**config.mk**
```make
export PLATFORM = sky130hd
export DESIGN_NAME = cfgStreamLoader
export DESIGN_NICKNAME = d
export VERILOG_FILES = /design/src/rtl/cfgStreamPkg.sv /design/src/rtl/cfgSyncChain.sv /design/src/rtl/cfgStreamCtrl.sv /design/src/rtl/cfgStreamDatapath.sv /design/src/rtl/cfgStreamLoader.sv
export SDC_FILE = /design/constraint.sdc
export NUM_CORES = 1
export LEC_CHECK = 0
export BUFFER_PORTS_ARGS = -buffer_cell sky130_fd_sc_hd__buf_4
export CAP_MARGIN = 20
export CORE_MARGIN = 3
export CORE_UTILIZATION = 57
export DETAILED_ROUTE_END_ITERATION = 10
export GPL_TIMING_DRIVEN = 0
export PLACE_DENSITY = 0.76
export SLEW_MARGIN = 0
export SYNTH_ARGS = -nofsm -noshare
export SYNTH_HDL_FRONTEND = slang
export SYNTH_SLANG_ARGS = --single-unit
export TNS_END_PERCENT = 30
```
**constraint.sdc**
```tcl
create_clock -name clk -period 2.7 [get_ports clk]
set_input_delay 0.135 -clock clk [delete_from_list [all_inputs] [get_ports clk]]
set_output_delay 0.135 -clock clk [all_outputs]
set_load 0.05 [all_outputs]
```
**src/rtl/cfgStreamPkg.sv**
```systemverilog
`timescale 1ns/1ps
package cfgStreamPkg;
  localparam int FRAME_W  = 32;
  localparam int DATA_W   = 20;
  localparam int IDX_W    = 8;
  localparam int RW_POS   = 31;
  localparam int CODE_LSB = 28;
  localparam int IDX_LSB  = 20;
  localparam int DONE_POS = 16;
  localparam int OVF_POS  = 17;
  localparam int EN_POS   = 3;
  localparam int RST_POS  = 2;
  localparam int CLK_POS  = 1;
  localparam int DAT_POS  = 0;

  typedef enum logic [2:0] {
    CODE_CTRL   = 3'd0,
    CODE_STATUS = 3'd1,
    CODE_MASK   = 3'd2,
    CODE_STREAM = 3'd3
  } regCode_e;

  typedef struct packed {
    logic sample;
    logic commit;
    logic shiftOut;
  } spiStrobe_t;
endpackage

```
**src/rtl/cfgSyncChain.sv**
```systemverilog
`timescale 1ns/1ps
module cfgSyncChain #(
  parameter int STAGES = 2,
  parameter int WIDTH = 1,
  parameter logic [WIDTH-1:0] RST_VAL = '0
) (
  input  logic             clk,
  input  logic             rstN,
  input  logic [WIDTH-1:0] din,
  output logic [WIDTH-1:0] dout
);
  generate
    if (STAGES <= 1) begin : gSingle
      logic [WIDTH-1:0] stageQ;
      always_ff @(posedge clk or negedge rstN) begin
        if (!rstN) stageQ <= RST_VAL;
        else       stageQ <= din;
      end
      assign dout = stageQ;
    end else begin : gMulti
      logic [STAGES-1:0][WIDTH-1:0] pipeQ;
      always_ff @(posedge clk or negedge rstN) begin
        if (!rstN) pipeQ <= {STAGES{RST_VAL}};
        else       pipeQ <= {pipeQ[STAGES-2:0], din};
      end
      assign dout = pipeQ[STAGES-1];
    end
  endgenerate
endmodule

```
**src/rtl/cfgStreamCtrl.sv**
```systemverilog
`timescale 1ns/1ps
module cfgStreamCtrl
  import cfgStreamPkg::*;
#(
  parameter int SYNC_STAGES = 2
) (
  input  logic       clk,
  input  logic       rstN,
  input  logic       spiSclk,
  input  logic       spiCsN,
  input  logic       spiMosi,
  output spiStrobe_t strobe,
  output logic       mosiBit
);
  localparam int FCNT_W = $clog2(FRAME_W + 1);
  localparam logic [FCNT_W-1:0] FULL = FCNT_W'(FRAME_W);
  localparam logic [FCNT_W-1:0] LAST = FCNT_W'(FRAME_W - 1);

  logic [2:0] syncBus;
  logic csNS, sclkS, sclkPrev;
  logic sclkRise, sclkFall;
  logic [FCNT_W-1:0] frameCnt;

  cfgSyncChain #(
    .STAGES (SYNC_STAGES),
    .WIDTH  (3),
    .RST_VAL(3'b100)
  ) uSync (
    .clk (clk),
    .rstN(rstN),
    .din ({spiCsN, spiSclk, spiMosi}),
    .dout(syncBus)
  );

  assign csNS    = syncBus[2];
  assign sclkS   = syncBus[1];
  assign mosiBit = syncBus[0];

  always_ff @(posedge clk or negedge rstN) begin
    if (!rstN) sclkPrev <= 1'b0;
    else       sclkPrev <= sclkS;
  end

  assign sclkRise = sclkS & ~sclkPrev;
  assign sclkFall = ~sclkS & sclkPrev;

  always_ff @(posedge clk or negedge rstN) begin
    if (!rstN)                            frameCnt <= '0;
    else if (csNS)                        frameCnt <= '0;
    else if (sclkRise && frameCnt < FULL) frameCnt <= frameCnt + 1'b1;
  end

  always_comb begin
    strobe.sample   = !csNS && sclkRise && (frameCnt < FULL);
    strobe.commit   = strobe.sample && (frameCnt == LAST);
    strobe.shiftOut = !csNS && sclkFall && (frameCnt != '0) && (frameCnt < FULL);
  end
endmodule

```
**src/rtl/cfgStreamDatapath.sv**
```systemverilog
`timescale 1ns/1ps
module cfgStreamDatapath
  import cfgStreamPkg::*;
#(
  parameter int CFG_BITS   = 538,
  parameter int MASK_WORDS = 4,
  parameter int CNT_W      = 10
) (
  input  logic             clk,
  input  logic             rstN,
  input  spiStrobe_t       strobe,
  input  logic             mosiBit,
  output logic             spiMiso,
  output logic             feRst,
  output logic             feClk,
  output logic             feData,
  output logic [CNT_W-1:0] bitCount,
  output logic             doneFlag,
  output logic             ovfFlag
);
  localparam logic [CNT_W-1:0] LIMIT    = CNT_W'(CFG_BITS);
  localparam logic [CNT_W-1:0] LIMIT_M1 = CNT_W'(CFG_BITS - 1);

  logic [FRAME_W-2:0] rxShift;
  logic [FRAME_W-1:0] word;
  logic               isRead;
  logic [2:0]         code;
  logic [IDX_W-1:0]   index;
  logic [DATA_W-1:0]  wdata;
  logic [DATA_W-1:0]  ctrlReg;
  logic [MASK_WORDS-1:0][DATA_W-1:0] maskReg;
  logic [DATA_W-1:0]  maskRead;
  logic [FRAME_W-1:0] statusWord, readData, replyReg;
  logic writeHit, applyVec, resetVec, clkRiseVec;

  assign word   = {rxShift, mosiBit};
  assign isRead = word[RW_POS];
  assign code   = word[CODE_LSB +: 3];
  assign index  = word[IDX_LSB +: IDX_W];
  assign wdata  = word[DATA_W-1:0];

  always_ff @(posedge clk or negedge rstN) begin
    if (!rstN)              rxShift <= '0;
    else if (strobe.sample) rxShift <= word[FRAME_W-2:0];
  end

  assign writeHit = strobe.commit && !isRead;

  always_ff @(posedge clk or negedge rstN) begin
    if (!rstN) ctrlReg <= '0;
    else if (writeHit && code == CODE_CTRL) ctrlReg <= wdata;
  end

  always_ff @(posedge clk or negedge rstN) begin
    if (!rstN) maskReg <= '0;
    else if (writeHit && code == CODE_MASK) begin
      for (int w = 0; w < MASK_WORDS; w++) begin
        if (index == IDX_W'(w)) maskReg[w] <= wdata;
      end
    end
  end

  always_comb begin
    maskRead = '0;
    for (int w = 0; w < MASK_WORDS; w++) begin
      if (index == IDX_W'(w)) maskRead = maskReg[w];
    end
  end

  always_comb begin
    statusWord = '0;
    statusWord[CNT_W-1:0] = bitCount;
    statusWord[DONE_POS]  = doneFlag;
    statusWord[OVF_POS]   = ovfFlag;
  end

  always_comb begin
    case (code)
      CODE_CTRL:   readData = FRAME_W'(ctrlReg);
      CODE_STATUS: readData = statusWord;
      CODE_MASK:   readData = FRAME_W'(maskRead);
      default:     readData = '0;
    endcase
  end

  always_ff @(posedge clk or negedge rstN) begin
    if (!rstN)                replyReg <= '0;
    else if (strobe.commit)   replyReg <= isRead ? readData : '0;
    else if (strobe.shiftOut) replyReg <= {replyReg[FRAME_W-2:0], 1'b0};
  end

  assign spiMiso = replyReg[FRAME_W-1];

  assign applyVec   = writeHit && (code == CODE_STREAM) && !wdata[EN_POS] && ctrlReg[0];
  assign resetVec   = applyVec && wdata[RST_POS];
  assign clkRiseVec = applyVec && !wdata[RST_POS] && wdata[CLK_POS] && !feClk;

  always_ff @(posedge clk or negedge rstN) begin
    if (!rstN) begin
      feRst  <= 1'b0;
      feClk  <= 1'b0;
      feData <= 1'b0;
    end else if (applyVec) begin
      feRst  <= wdata[RST_POS];
      feClk  <= wdata[CLK_POS];
      feData <= wdata[DAT_POS];
    end
  end

  always_ff @(posedge clk or negedge rstN) begin
    if (!rstN) begin
      bitCount <= '0;
      doneFlag <= 1'b0;
      ovfFlag  <= 1'b0;
    end else if (resetVec) begin
      bitCount <= '0;
      doneFlag <= 1'b0;
      ovfFlag  <= 1'b0;
    end else if (clkRiseVec) begin
      if (bitCount != '1)       bitCount <= bitCount + 1'b1;
      if (bitCount == LIMIT_M1) doneFlag <= 1'b1;
      if (bitCount >= LIMIT)    ovfFlag  <= 1'b1;
    end
  end
endmodule

```
**src/rtl/cfgStreamLoader.sv**
```systemverilog
`timescale 1ns/1ps
module cfgStreamLoader
  import cfgStreamPkg::*;
#(
  parameter int CFG_BITS    = 538,
  parameter int MASK_WORDS  = 4,
  parameter int SYNC_STAGES = 2
) (
  input  logic clk,
  input  logic rstN,
  input  logic spiSclk,
  input  logic spiCsN,
  input  logic spiMosi,
  output logic spiMiso,
  output logic feRst,
  output logic feClk,
  output logic feData
);
  localparam int CNT_W = $clog2(CFG_BITS + 1);

  spiStrobe_t       strobe;
  logic             mosiBit;
  logic [CNT_W-1:0] bitCount;
  logic             doneFlag, ovfFlag;

  cfgStreamCtrl #(.SYNC_STAGES(SYNC_STAGES)) uCtrl (
    .clk    (clk),
    .rstN   (rstN),
    .spiSclk(spiSclk),
    .spiCsN (spiCsN),
    .spiMosi(spiMosi),
    .strobe (strobe),
    .mosiBit(mosiBit)
  );

  cfgStreamDatapath #(
    .CFG_BITS  (CFG_BITS),
    .MASK_WORDS(MASK_WORDS),
    .CNT_W     (CNT_W)
  ) uData (
    .clk     (clk),
    .rstN    (rstN),
    .strobe  (strobe),
    .mosiBit (mosiBit),
    .spiMiso (spiMiso),
    .feRst   (feRst),
    .feClk   (feClk),
    .feData  (feData),
    .bitCount(bitCount),
    .doneFlag(doneFlag),
    .ovfFlag (ovfFlag)
  );
endmodule

```
* Word level (Yosys, flattened, before mapping) *
Cells that the tools add are included.

storage, ports and cells
  register bits = 191
  bits in latches = 0
  bits in writable memories = 0
  bits in read-only memories = 0
  bits of input ports = 5
  output and inout port bits = 4
  logic and storage cells = 91
  memories = 0

operators by class
  add/sub/neg operators = 2
  multipliers = 0
  divide/modulo/power cells = 0
  magnitude comparators = 2
  equality and inequality tests = 9
  shift operators = 0
  multiplexer cells = 19
  bitwise operators = 4
  reductions and logical operators = 38

operators by type and width
  cell                                            count
  2-to-1 mux 20 bit                               5
  2-to-1 mux 32 bit                               2
  one-hot mux 20 bit (3 select lines)             1
  2-to-1 mux 10 bit                               3
  logical AND 1 bit                               17
  == test 8 x 2 -> 1 bit (second input constant)  2
  AND reduction 2 bit                             7
  2-to-1 mux 6 bit                                2
  nonzero test 2 bit                              6
  adder 10 x 1 -> 10 bit (second input constant)  1
  == test 10 bit (second input constant)          1
  >= comparator 10 bit (second input constant)    1
  != test 10 bit (second input constant)          1
  == test 8 x 1 -> 1 bit (second input constant)  1
  logical NOT 8 bit                               1
  adder 6 x 1 -> 6 bit (second input constant)    1
  == test 3 x 2 -> 1 bit (second input constant)  2
  == test 6 x 5 -> 1 bit (second input constant)  1
  < comparator 6 bit (second input constant)      1
  2-to-1 mux 1 bit                                6
  nonzero test 6 bit                              1
  logical NOT 1 bit                               5
  == test 3 x 1 -> 1 bit (second input constant)  1
  logical NOT 3 bit                               1
  2 further kinds                                 4

* Depth between registers and ports, before layout *
  depth after elaboration = 14
  mapped depth = 8
  depth with buffers taken out = 7

* By module *
Synthesis repeated with hierarchy kept, for this count alone.

unflattened totals
  cell total of the unflattened synthesis = 709
  area total of the unflattened synthesis = 8660.8 um^2

modules (own cells, without submodules)
  module             instances  cells an instance  area each (um^2)  sequential area each (um^2)
  cfgStreamDatapath  1          663                8104.0            4454.3
  cfgStreamCtrl      1          37                 381.6             175.2
  cfgSyncChain       1          9                  175.2             152.6

* Least setup slack after synthesis *
Ideal clock, no wire load.

  path type = reg-to-reg
  start = reg uCtrl.uSync.gMulti.pipeQ (netlist bit uCtrl.uSync.dout[2])
  end = reg uData.maskReg[36] (netlist name)
  library setup time = 125 ps
  arrival = 2408 ps
  data required time = 2575 ps
  slack = 167 ps
  cell stages (with the launch flop) = 9
  path buffers = 3
  clock period less this slack = 2533 ps
  path through = dfstp_2 buf_6 or4b_1 buf_2 or3_4 nor4b_4 nand3b_2 buf_6 mux2_4

between the ends
  longest elaborated chain between the ends = 7

RTL lines
  what                                  line                     source
  from (decl)                           cfgSyncChain.sv:21       logic [STAGES-1:0][WIDTH-1:0] pipeQ;
  from (signal assigned)                cfgSyncChain.sv:23       if (!rstN) pipeQ <= {STAGES{RST_VAL}};
  from (signal assigned)                cfgSyncChain.sv:24       else pipeQ <= {pipeQ[STAGES-2:0], din};
  logical NOT 1 bit                     cfgStreamCtrl.sv:54      strobe.sample = !csNS && sclkRise && (frameCnt < FULL);
  logical AND 1 bit (2 in a row)        cfgStreamCtrl.sv:54
  logical AND 1 bit                     cfgStreamCtrl.sv:55      strobe.commit = strobe.sample && (frameCnt == LAST);
  logical AND 1 bit                     cfgStreamDatapath.sv:47  assign writeHit = strobe.commit && !isRead;
  logical AND 1 bit                     cfgStreamDatapath.sv:56  else if (writeHit && code == CODE_MASK) begin
  AND reduction 2 bit (no source line)  -
  to (signal, indexed assignment)       cfgStreamDatapath.sv:58  if (index == IDX_W'(w)) maskReg[w] <= wdata;
  to (decl)                             cfgStreamDatapath.sv:31  logic [MASK_WORDS-1:0][DATA_W-1:0] maskReg;

Every way passes these cells.
A chain may end at the register's enable or synchronous reset.

* Final worst setup path *
  start = reg uCtrl.uSync.gMulti.pipeQ (netlist bit uCtrl.uSync.dout[2])
  end = reg uData.maskReg[37] (netlist name)

The elaborated chain is that of the path after synthesis.

==> reports/metrics.cfg <==
[synth]
ys_types=51
syn_nets=716
yosysMostFrequentCell=dfrtp_1
synth_area_per_cell_um2=12.2
yosys-top-cells-area=dfrtp_1 55%, mux2_2 11%, nand2_1 5.7%, mux4_2 5.2%, mux2_4 2.6%
synthFlopType=dfrtp_1
ys_ff_latch=191
synth_top_area_cell=dfrtp_1
ys_top_cells_by_count=189 x dfrtp_1, 130 x nand2_1, 86 x mux2_2
synth_edf_count=0
async_flop_share_pct=100
synthCells=706
yosysSeqAreaShare_pct=55.7
ys_warn_count=0
synth_top_area_share_pct=55.1
syn_area_um2=8590

[sta]
max_freq_mhz=368
period_share_pct=101
setup_viol=8
slew_violations=0
tightestPinTransition_ps=767
finClkSkew_ps=5.95
period_needed_ps=2720
slew_headroom_pct=48.4
rsz0062_at_grt=true
hold_viol=0
setup_slack_ps=-15.3

[worst_setup_path]
crit_start=uCtrl.uSync.dout[2]$_DFF_PN1_
crit_chain=or4b_4 > or3_4 > nor4b_4 > buf_4 > nand3b_4 > buf_12 > mux2_4
crit_end=uData.maskReg[37]$_DFFE_PN0P_
r2r_start=uCtrl.uSync.dout[2]$_DFF_PN1_
rrSetupSlack_ps=-20
crit_arrival_ps=3030
required_ps=3010
worst-path-buf-inv=2
worstSetupEndpointType=register
cp_max_fo=7
worst-path-stages=7
crit_family=simple AND/OR/NAND/NOR gates
slowest_delay_ps=600
worstReg2RegEnd=uData.maskReg[37]$_DFFE_PN0P_
crit_type=reg -> reg
rr_worst_depth=7
start_kind=register
crit_slowest_cell=or4b_4

[route]
vias=5676
wl_per_cell_um=19.5
dr.pass1.iters=5
final_antenna_net_count=0
dr.first_iter.drc_count=509
drc=0
viasPerCell=6.03
routed_wl_mm=18.4

[final_layout]
regArea_um2=4780
layout.nets=756
fillers=1004
multi_input_area_um2=3640
fin_cells=941
syn2layout_area_growth_pct=14.0
antenna-diode-count=0
drive_gt1_share_pct=26.4

[placement]
portBuffers=8
hpwl_mm=11.9
place_worst_setup_slack_ps=-204
place_congestion=0.827
dp_cells=899

[grt]
grt_pass1_vias=5764
grt_usage_pct=23.3
grt_max_degree=125
grt_overflow=0
grt_pass1_wl_mm=30.0
antenna_found_initial=0

[floorplanning]
initial_core_util_pct=58.7
die_height_um=129
chipWidth_um=129
io-pin-count=9
row_count=44
coreArea_um2=14600
dieArea_um2=16600

[cts]
htreeDepth=4
root_buffer=clkbuf_16
clock_path_buffers=2
clk_latency_ps=430
cts_tree=built
cts.clk_slew.worst_paths_ps=60
clock_sinks=191
cts_buffers=17

[outcome]
status=complete, but fails checks
violations=negative setup slack

[pwr]
cellLeakagePower_nw=4.63
power.density_nw_per_um2=606
ir_worst_vdd_v=0.000528

[worst_hold_path]
hp-class=in -> async

[flow_run]
drv_cap=0

## per-layer routing
metal	track usage (%)	part of all wire, %	vias to the layer above
met3	4.98	4.8	40
met1	31.4	43	2887
met5	0	0	-
met4	8.52	2.4	0
met2	37.7	50	176
li1	-	-	2573
## cells in the final DEF, fill, tap and decap left out, types with 3 or more instances in the layout
cell,instances
clkbuf_8,8
clkbuf_16,19
dlygate4sd3_1,4
xor2_1,5
or3_1,3
a21oi_1,22
nand4_1,4
buf_12,3
xnor2_1,5
ha_1,5
mux2_4,15
buf_1,3
o22ai_1,10
nor3_1,5
mux2_2,86
nand2_1,130
nor4_1,3
nor2b_1,21
buf_2,5
nor4_2,5
clkbuf_1,25
nor2_1,26
nand3_1,11
o21ai_0,26
mux4_2,20
dfrtp_1,189
buf_4,15
mux2i_1,20
inv_1,6
o22a_1,11
## power by group
group | leakage, nW | total [mW] | internal [mW] | switching [mW]
Sequential | 2.62 | 3.11 | 2.99 | 0.125
Clock | 0.301 | 2.56 | 1.55 | 1.01
Combinational | 1.71 | 0.259 | 0.115 | 0.144
Total | 4.63 | 5.93 | 4.65 | 1.28
## how the worst min path moves through the flow
stage,startpoint,end,slack (ps)
after global placement,spiCsN,uCtrl.uSync.gMulti.pipeQ[2]$_DFF_PN1_,240
after CTS,rstN,uData.replyReg[27]$_DFFE_PN0P_,250
final,rstN,uData.replyReg[27]$_DFFE_PN0P_,220
after floorplan,rstN,uCtrl.frameCnt[0]$_DFFE_PN0P_,-160
after detailed placement,rstN,uData.replyReg[27]$_DFFE_PN0P_,110
after global routing,rstN,uData.replyReg[27]$_DFFE_PN0P_,280
## per-stage QoR
stage | hold WS (ps) | TNS (ps) | utilization [%] | power [mW] | area (um2)
after floorplan | -161 | 0 | - | 3.26 | 8590
after global placement | 245 | -3440 | 60.6 | 3.38 | 8880
after detailed placement | 111 | -7820 | 60.9 | 3.41 | 8910
after CTS | 254 | -497 | 66.0 | 5.95 | 9670
after global routing | 278 | -975 | 66.9 | 6.14 | 9790
final | 219 | -50.7 | 66.9 | 5.93 | 9790
## what timing repair did
item	CTS	global route
resized for setup	12	12
hold buffers	4	0
hold endpoints to repair	70	0
setup endpoints to repair	118	115
pin swaps	3	4
buffers inserted	4	3
gates cloned	1	2
## logic make-up after synthesis
logic type	count (synthesis)	share of synthesized area [%]
buffers and inverters	49	2.71
and+or+nand+nor	230	12.7
muxes	141	21.5
xor gates and xnor gates	10	1.02
AOI/OAI and AO/OA	80	5.72
adders and majority gates	5	0.728
DFF	191	55.7
## sequential cells by signal, summed over array words and instances (netlist names)
name / count
uCtrl.uSync.gMulti.pipeQ: 3
uData.maskReg: 80
uCtrl.frameCnt: 6
uData.feRst: 1
uCtrl.uSync.dout: 3
uData.feData: 1
uData.replyReg: 32
uData.rxShift: 31
uData.ovfFlag: 1
uData.doneFlag: 1
uCtrl.sclkPrev: 1
uData.feClk: 1
uData.bitCount: 10
uData.ctrlReg: 20
## cell type report
class / count / share of cell area, %
Tap cell: 184 / 2.35
Buffer: 40 / 2.30
Sequential cell: 191 / 48.8
Inverter: 6 / 0.230
Clock buffer: 26 / 5.51
Clock inverter: 4 / 0.741
Multi-Input combinational cell: 466 / 37.2
Timing Repair Buffer: 24 / 2.84
Power figures use the tool's default switching activity.
